File: config.mk
export PLATFORM = sky130hd
export DESIGN_NAME = cap_conditioner
export DESIGN_NICKNAME = d
export VERILOG_FILES = /design/src/rtl/cap_cond_pkg.sv /design/src/rtl/cap_sync.sv /design/src/rtl/cap_filter.sv /design/src/rtl/cap_edge.sv /design/src/rtl/cap_conditioner.sv
export SDC_FILE = /design/constraint.sdc
export NUM_CORES = 1
export LEC_CHECK = 0
export BUFFER_PORTS_ARGS = -buffer_cell sky130_fd_sc_hd__buf_2
export CAP_MARGIN = 20
export CORE_MARGIN = 3
export CORE_UTILIZATION = 42
export CTS_BUF_LIST = sky130_fd_sc_hd__clkbuf_4 sky130_fd_sc_hd__clkbuf_8
export CTS_CLUSTER_DIAMETER = 100
export DETAILED_ROUTE_END_ITERATION = 8
export REMOVE_ABC_BUFFERS = 1
export SLEW_MARGIN = 0
export SYNTH_ARGS = -nofsm -noshare
export SYNTH_HDL_FRONTEND = slang
export SYNTH_SLANG_ARGS = --single-unit
export TNS_END_PERCENT = 50
File: constraint.sdc
create_clock -name clk_i -period 3.56 [get_ports clk_i]
set_clock_uncertainty 0.1 [all_clocks]
set_input_delay 0.89 -clock clk_i [delete_from_list [all_inputs] [get_ports clk_i]]
set_output_delay 0.89 -clock clk_i [all_outputs]
set_load 0.03 [all_outputs]
File: src/rtl/cap_cond_pkg.sv
package cap_cond_pkg;
  localparam int DIV_W = 5;

  function automatic logic [DIV_W-1:0] div_limit(input logic [1:0] code);
    case (code)
      2'b00:   div_limit = 5'd1;
      2'b01:   div_limit = 5'd2;
      2'b10:   div_limit = 5'd4;
      default: div_limit = 5'd16;
    endcase
  endfunction

  function automatic logic edge_hit(input logic [1:0] mode, input logic prev, input logic cur);
    case (mode)
      2'b00:   edge_hit = cur & ~prev;
      2'b01:   edge_hit = prev & ~cur;
      default: edge_hit = cur ^ prev;
    endcase
  endfunction
endpackage

File: src/rtl/cap_sync.sv
module cap_sync #(
  parameter int STAGES = 2
) (
  input  logic clk_i,
  input  logic rst_ni,
  input  logic d_i,
  output logic q_o
);
  logic [STAGES-1:0] chain_q;

  always_ff @(posedge clk_i or negedge rst_ni) begin
    if (!rst_ni) chain_q <= '0;
    else         chain_q <= {chain_q[STAGES-2:0], d_i};
  end

  assign q_o = chain_q[STAGES-1];
endmodule

File: src/rtl/cap_filter.sv
module cap_filter
  import cap_cond_pkg::*;
#(
  parameter int SAMPLES = 3
) (
  input  logic       clk_i,
  input  logic       rst_ni,
  input  logic       flush_i,
  input  logic [1:0] div_i,
  input  logic       d_i,
  output logic       lvl_o
);
  localparam int HW = SAMPLES - 1;

  logic [DIV_W-1:0] div_cnt_q;
  logic [HW-1:0]    hist_q;
  logic             lvl_q;
  logic             tick;
  logic             agree;

  assign tick  = div_cnt_q >= (div_limit(div_i) - 5'd1);
  assign agree = ((&hist_q) && d_i) || (!(|hist_q) && !d_i);

  always_ff @(posedge clk_i or negedge rst_ni) begin
    if (!rst_ni) begin
      div_cnt_q <= '0;
      hist_q    <= '0;
      lvl_q     <= 1'b0;
    end else if (flush_i) begin
      div_cnt_q <= '0;
      hist_q    <= {HW{d_i}};
      lvl_q     <= d_i;
    end else begin
      div_cnt_q <= tick ? '0 : div_cnt_q + 1'b1;
      if (tick) begin
        hist_q <= {hist_q[HW-2:0], d_i};
        if (agree) lvl_q <= d_i;
      end
    end
  end

  assign lvl_o = lvl_q;
endmodule

File: src/rtl/cap_edge.sv
module cap_edge
  import cap_cond_pkg::*;
(
  input  logic       clk_i,
  input  logic       rst_ni,
  input  logic       lvl_i,
  input  logic       mask_i,
  input  logic [1:0] mode_i,
  output logic       event_o
);
  logic prev_q, ev_q;

  always_ff @(posedge clk_i or negedge rst_ni) begin
    if (!rst_ni) begin
      prev_q <= 1'b0;
      ev_q   <= 1'b0;
    end else begin
      prev_q <= lvl_i;
      ev_q   <= !mask_i && edge_hit(mode_i, prev_q, lvl_i);
    end
  end

  assign event_o = ev_q;
endmodule

File: src/rtl/cap_conditioner.sv
module cap_conditioner #(
  parameter int SYNC_STAGES  = 2,
  parameter int FILT_SAMPLES = 3
) (
  input  logic       clk_i,
  input  logic       rst_ni,
  input  logic       chan_en_i,
  input  logic [1:0] src_sel_i,
  input  logic       filt_dis_i,
  input  logic [1:0] filt_div_i,
  input  logic [1:0] edge_sel_i,
  input  logic       pin_i,
  input  logic [2:0] int_src_i,
  output logic       event_o
);
  localparam int BLANK_LEN = SYNC_STAGES + 2;
  localparam int BW        = $clog2(BLANK_LEN + 1);

  logic          sel_in, sync_lvl, filt_lvl, lvl;
  logic [1:0]    src_q;
  logic          fdis_q;
  logic [BW-1:0] blank_cnt_q;
  logic          resync, blank;

  assign sel_in = (src_sel_i == 2'd0) ? pin_i : int_src_i[src_sel_i - 2'd1];

  // any reconfiguration opens a window in which levels are reseeded, not reported
  assign resync = !chan_en_i || (src_sel_i != src_q) || (filt_dis_i != fdis_q);
  assign blank  = resync || (blank_cnt_q != '0);

  always_ff @(posedge clk_i or negedge rst_ni) begin
    if (!rst_ni) begin
      src_q       <= '0;
      fdis_q      <= 1'b0;
      blank_cnt_q <= BW'(BLANK_LEN);
    end else begin
      src_q  <= src_sel_i;
      fdis_q <= filt_dis_i;
      if (resync)                 blank_cnt_q <= BW'(BLANK_LEN);
      else if (blank_cnt_q != '0) blank_cnt_q <= blank_cnt_q - 1'b1;
    end
  end

  cap_sync #(.STAGES(SYNC_STAGES)) u_sync (
    .clk_i (clk_i),
    .rst_ni(rst_ni),
    .d_i   (sel_in),
    .q_o   (sync_lvl)
  );

  cap_filter #(.SAMPLES(FILT_SAMPLES)) u_filt (
    .clk_i  (clk_i),
    .rst_ni (rst_ni),
    .flush_i(blank),
    .div_i  (filt_div_i),
    .d_i    (sync_lvl),
    .lvl_o  (filt_lvl)
  );

  assign lvl = filt_dis_i ? sync_lvl : filt_lvl;

  cap_edge u_edge (
    .clk_i  (clk_i),
    .rst_ni (rst_ni),
    .lvl_i  (lvl),
    .mask_i (blank),
    .mode_i (edge_sel_i),
    .event_o(event_o)
  );
endmodule

==> metrics, run 1 <==
Die X=~54 um; overall routed net length=~1.5 mm; largest net degree at the start of global routing=19; first-pass GRT wire length=between 2 and 3 mm; post-synthesis sequential area ratio=approximately 46%; Yosys warnings=0; critical path cell sequence=buf_2 -> or2_2 -> ha_1 -> nand2b_1 -> a31oi_1 -> o21ai_1 -> or2_1 -> mux2_4; Hold Path Depth=0; Clk pwr share=between 30% and 40%; CP Capture Type=flop; Worst path top cell family by delay=simple AND/OR/NAND/NOR gates; Worst setup SP type=input pin; Post-CTS Resized=0; hold slack=between 0.2 and 0.3 ns; clk_lat worst skew=about 0.29 ns; Vias/cell=around 5.0; CP Data Required Time=about 3.6 ns; post-synthesis instance total=92; Max Slew Vio Count=0; most frequent cells in the layout=17 x dfrtp_1, 14 x buf_2, 11 x ha_1; main combinational cell family by area after synthesis=simple AND/OR/NAND/NOR gates; top cells by area, synth=dfrtp_1 43%, ha_1 14%, xnor2_1 4.5%, inv_1 3.4%, nor2_1 3.4%; Detail Route Antenna Nets=0; Die Area=approximately 3000 um2; cts hold-fix bufs=0; CTS clock-pin slew for the worst setup and hold paths=around 0.10 ns; Cell Area, Placed=around 1100 um2; post-synthesis compound-gate area fraction=under 10%; CTS tree=built; Int Pwr=slightly above 0.0003 W; fillcell total=about 190; Die H=around 54 um; post-synthesis mux area share=about 5.7%; Reg power frac=a little under three fifths; fmax=just under 400 MHz; clk sink count=18; Critical Path Max Stage Delay=about 0.32 ns; Port Buffer Count=14; placed insts=132; average size of a mapped cell=~11 um2; setup violators final=0; Hold WC Path Type=flop to flop; FF-to-FF path depth=6; Sw Ratio=24.03%; Setup TNS=0 ns; Overall Global Routing Usage=between 10% and 20%; Core Area=approximately 2100 um2; Max-Cap Viols=0; Area Overhead vs Synth=13.15%; Post-Synth Simple-Gate Area=14.94%; fin area=~1100 um2; status=finished clean; buffers plus inverters on the worst setup path=1; RSZ-0062 raised after global routing=false; Seq cells post-synth=18; Final Cycle Share=72.07%; ANT cells=0; DRC errors left=0; NumNets Final=about 140; Root Buffer=clkbuf_4; maximum vdd drop=roughly 320 uV; wire per inst=11.32 um; Initial Util=approximately 47%; vias in the first global route=635; largest area contributor in the netlist=dfrtp_1; min Tclk post-route=about 2.6 ns; GPL Wtd Cong=between 0.7 and 0.8; vias post-DR=between 600 and 700; DR pass1 iterations=4; Cell variety after synth=30; Leak Pwr=roughly 0.56 nW; gr ovfl total=0; Synth Area in Adders=between 10% and 20%; initial antenna violation count=0; Critical-path top delay cell=or2_1; area of the multi-input gates=roughly 480 um2; part of the power in combinational logic=13.2%; TritonCTS Buffers=3; power per cell area=between 300 and 400 nW/um2; CTS H-tree lvls=1; commonest non-fill, non-tap cell in the layout=dfrtp_1; CTS max path bufs=2; layout cell share with drive strength beyond 1=21.10%; IO Pins=15; Post-CTS Setup Inserts=0; endpoints failing hold=0; mapped cell area=979.7 um2; Worst EP arrival=2.65 ns; Starting DRT DRC Count=8; crit path max fanout=6; Sw Pwr=~0.000096 W; Synth Area in XOR/XNOR=approximately 6.3%; register area=about 450 um2; WP depth=8; final std cells w/o fill=around 140; Synth top area share=a little over two fifths; final core occ=between 50% and 60%; Cell Rows=16; critical path class=input pin to flop; detailed placement HPWL=1.223 mm
-- per-stage QoR --
step           total power, W  setup WS (ns)
2_1_floorplan       0.0002609         0.9194
3_3_place_gp        0.0002794         0.7465
3_5_place_dp        0.0002824         0.6987
4_1_cts             0.0004084          1.004
5_1_grt             0.0004280         0.9053
6_report            0.0004004         0.9942
-- worst paths after layout --
path / startpoint / to / slack [ns]
setup / recovery: filt_div_i[0] / u_filt.hist_q[0]$_DFFE_PN0P_ / 0.99
hold / removal: u_sync.chain_q[0]$_DFF_PN0_ / u_sync.chain_q[1]$_DFF_PN0_ / 0.26
setup reg to reg: u_filt.div_cnt_q[2]$_DFF_PN0_ / u_filt.hist_q[0]$_DFFE_PN0P_ / 1.47
hold reg to reg: u_sync.chain_q[0]$_DFF_PN0_ / u_sync.chain_q[1]$_DFF_PN0_ / 0.26
max in group asynchronous: rst_ni / blank_cnt_q[2]$_DFFE_PN1N_ / 2.63
min in group asynchronous: rst_ni / u_edge.event_o$_DFF_PN0_ / 0.41
-- power groups by stage --
stage / sequential, W / clock [W] / combinational [W]
final: 0.000225 / 0.000123 / 0.0000527
after global routing: 0.000227 / 0.000139 / 0.0000620
after CTS: 0.000225 / 0.000130 / 0.0000539
after detailed placement: 0.000229 / 0 / 0.0000538
after global placement: 0.000229 / 0 / 0.0000508
after floorplan: 0.000227 / 0 / 0.0000342
-- area by class of cell --
type	instances	area share, %
inverter	9	3.047
sequential	18	40.75
clock buffer	4	3.273
multi-input combinational	64	43.57
timing repair buffer	14	6.321
tap	27	3.047
-- per-layer routing --
layer	track usage, %	vias up	share of wire, %
met5	0	-	0
met4	2.490	0	0.65
met3	5.722	2	4.7
met2	20.32	13	49
met1	16.70	310	46
li1	-	349	-
-- synthesized netlist by cell type --
master,number
nor2b_1,2
nand3_1,2
conb_1,1
nand4_1,1
xor2_1,2
nand4_2,1
nand2_1,5
ha_1,11
nor4b_1,1
a21o_1,1
nand2b_1,2
mux2_4,1
xnor2_1,5
a211o_1,1
a211oi_1,3
o21ai_0,2
or2_2,1
o21ai_1,1
mux2_2,1
inv_1,9
and3b_1,1
dfrtp_1,17
nor2_1,9
dfstp_2,1
buf_6,1
or2_1,1
mux2i_1,3
a21oi_1,1
a31oi_1,3
nor3_1,2
-- state kept, by name, indices dropped and copies added, names as in the netlist --
register,cells
u_filt.div_cnt_q,5
blank_cnt_q,3
src_q,2
u_filt.hist_q,2
u_sync.chain_q,2
fdis_q,1
u_edge.event_o,1
u_edge.prev_q,1
u_filt.lvl_o,1
-- kinds of logic after synthesis --
group,Yosys count
AOI/OAI and AO/OA,12
xor gates and xnor gates,7
buffers and inverters,10
other,1
and+or+nand+nor,28
muxes,5
DFF,18
adders and majority gates,11
Power figures use the tool's default switching activity.
==> run 2: changes to the inputs <==
--- a/config.mk
+++ b/config.mk
@@ -5,6 +5,7 @@
 export SDC_FILE = /design/constraint.sdc
 export NUM_CORES = 1
 export LEC_CHECK = 0
+export ABC_AREA = 1
 export BUFFER_PORTS_ARGS = -buffer_cell sky130_fd_sc_hd__buf_2
 export CAP_MARGIN = 20
 export CORE_MARGIN = 3
==> constraint.sdc (replaced) <==
create_clock -name clk_i -period 2.64 [get_ports clk_i]
set_clock_uncertainty 0.1 [all_clocks]
set_input_delay 0.66 -clock clk_i [delete_from_list [all_inputs] [get_ports clk_i]]
set_output_delay 0.66 -clock clk_i [all_outputs]
set_load 0.03 [all_outputs]
==> run 2 against run 1 <==
Combinational power up 61%; worst hold slack worse by 0.075 ns; synthesized cell count up 38%; worst setup slack worse by 0.17 ns; non-clock buffer count unchanged; first-iteration DRC count up 38%; register-to-register slack worse by 0.41 ns; critical path type unchanged; critical endpoint unchanged; largest power group unchanged.
==> metrics, run 2 <==
status=finished clean; fmax=between 500 and 600 MHz; Hold WC Path Type=input pin to asynchronous set/reset pin; setup violators final=0; placed insts=~170; Worst EP arrival=around 1.9 ns; Synth top area share=about two fifths; Worst setup SP type=input pin; final core occ=a little over half; Root Buffer=clkbuf_4; NumNets Final=about 170; largest net degree at the start of global routing=19; commonest cells in the synthesized netlist=30 x nand2_1, 22 x inv_1, 17 x dfrtp_1, 13 x nor2_1, 11 x ha_1; Synth Flop Type=dfrtp_1; top cells by area, synth=dfrtp_1 40%, ha_1 13%, nand2_1 11%, inv_1 7.8%, nor2_1 4.6%; power per cell area=462.7 nW/um2; GPL Wtd Cong=~0.76; first-pass GRT wire length=approximately 3.1 mm; final std cells w/o fill=173; Die Area=3162 um2; Overall Global Routing Usage=about an eighth; commonest non-fill, non-tap cell in the layout=nand2_1; Area Overhead vs Synth=13.34%; largest area contributor in the netlist=dfrtp_1; DR pass1 iterations=4; Max-Cap Viols=0; crit path max fanout=6; fillcell total=~240; Vias/cell=roughly 4.5; critical path class=input pin to flop; mapped cell area=roughly 1100 um2; overall routed net length=~1.6 mm; Largest regs=u_filt.div_cnt_q: 5 flops, blank_cnt_q: 3 flops; CP Capture Type=flop; post-synthesis sequential area ratio=between 40% and 50%; Post-CTS Resized=0; Detail Route Antenna Nets=0; most common cell in the synthesized netlist=nand2_1; Die X=56.23 um; CTS H-tree lvls=1; layout cell share with drive strength beyond 1=approximately 21%; CTS clock-pin slew for the worst setup and hold paths=approximately 0.10 ns; wire per inst=~9.3 um; maximum vdd drop=about 270 uV; Post-CTS Setup Inserts=0; most frequent cells in the layout=30 x nand2_1, 22 x inv_1, 17 x dfrtp_1; DRC errors left=0; Worst path top cell family by delay=simple AND/OR/NAND/NOR gates; Critical-path top delay cell=or2_2; TritonCTS Buffers=3; min Tclk post-route=around 1.8 ns; Setup TNS=0 ns; Post-synth ARST share=100.0%; average size of a mapped cell=about 8.3 um2; IO Pins=15; vias post-DR=a little under 800; Core Area=about 2300 um2; Port Buffer Count=14; gr ovfl total=0; Pwr Total=around 0.00056 W; Cell Rows=17; critical path cell sequence=buf_2 -> or2_2 -> ha_1 -> inv_1 -> nand2_1 -> nand2_1 -> nand3_1 -> inv_1 -> nand2_4 -> nand2_1 -> nand2_1; clk sink count=18; CP dominant cell by count=nand2_1; CP Data Required Time=~2.7 ns; Die H=around 56 um; cts hold-fix bufs=0; Max Slew Vio Count=0; Seq cells post-synth=18; Most flops, register=u_filt.div_cnt_q; initial antenna violation count=0; Critical Path Max Stage Delay=roughly 0.28 ns; endpoints failing hold=0; post-synthesis instance total=approximately 130; Cell variety after synth=25; detailed placement HPWL=between 1 and 1.5 mm; buffers plus inverters on the worst setup path=3; CTS tree=built; Initial Util=a little under half; RSZ-0062 raised after global routing=false; vias in the first global route=755; ANT cells=0; Leak Pwr=0.6856 nW; Largest register FFs=5; Yosys warnings=0; clk_lat worst skew=approximately 0.28 ns; Starting DRT DRC Count=11; Final Cycle Share=between 60% and 70%; CTS max path bufs=2; Post-synth EDFFs=0
[run 2: final cells by class]
cell class | count | area (um2) | area share, %
inverters | 24 | 92.59 | 7.708
clock buffers | 4 | 36.28 | 3.021
flip-flops and latches | 18 | 451.7 | 37.60
repair buffers | 14 | 70.07 | 5.833
multi-input cells | 85 | 515.5 | 42.92
well taps | 28 | 35.03 | 2.917
[run 2: path summary, 6_finish.rpt]
check                                                    from                            end  slack [ns]  cells past startpoint
worst min-delay path                                   rst_ni  u_filt.div_cnt_q[3]$_DFF_PN0_        0.19                      1
worst min register to register    u_sync.chain_q[0]$_DFF_PN0_    u_sync.chain_q[1]$_DFF_PN0_        0.27                      0
max in group asynchronous                              rst_ni     blank_cnt_q[2]$_DFFE_PN1N_        1.93                      1
worst max-delay path                            filt_div_i[0]   u_filt.hist_q[0]$_DFFE_PN0P_        0.83                     11
worst max register to register  u_filt.div_cnt_q[2]$_DFF_PN0_   u_filt.hist_q[0]$_DFFE_PN0P_        1.06                      9
min in group clk_i                u_sync.chain_q[0]$_DFF_PN0_    u_sync.chain_q[1]$_DFF_PN0_        0.27                      0
[run 2: logic make-up after synthesis]
logic type,after synthesis,synth area share (%)
multiplexers,1,0.9445
XOR/XNOR,4,3.306
AO/OA/AOI/OAI,9,5.550
AND/OR/NAND/NOR,59,25.50
flip-flops,18,42.62
buffers and inverters,24,8.737
other,1,0.3539
adder cells (fa/ha/maj),11,12.99
[run 2: per-layer routing]
metal  vias up  part of all wire (%)  track usage [%]  routed length [um]
met5         -                     0                0                   0
met4         0                  0.62            4.068                  10
met3         2                   3.8            2.784                  62
met2        12                    46            20.03                 740
met1       343                    50            15.77                 803
li1        425                     -                -                   -
[run 2: power breakdown]
group          switching (W)  total [W]  internal [W]
Clock              0.0000834   0.000167     0.0000839
Sequential         0.0000106   0.000304      0.000293
Combinational      0.0000494  0.0000849     0.0000355
[run 2: metrics by stage]
step	hold WS [ns]	area (um2)	setup WS, ns
3_5_place_dp	0.2529	1165	0.4993
4_1_cts	0.1957	1201	0.8226
3_3_place_gp	0.2346	1165	0.5316
6_report	0.1884	1201	0.8276
2_1_floorplan	0.2312	1060	0.7023
5_1_grt	0.2122	1201	0.7216
[run 2: worst register-to-register path, stage by stage, from the launching register on]
cell,delay (ns)
dfrtp_1,0.44
ha_1,0.33
nand2_1,0.07
nand2_1,0.05
nand2_1,0.07
nand3_1,0.11
inv_1,0.13
nand2_4,0.08
nand2_1,0.06
nand2_1,0.04
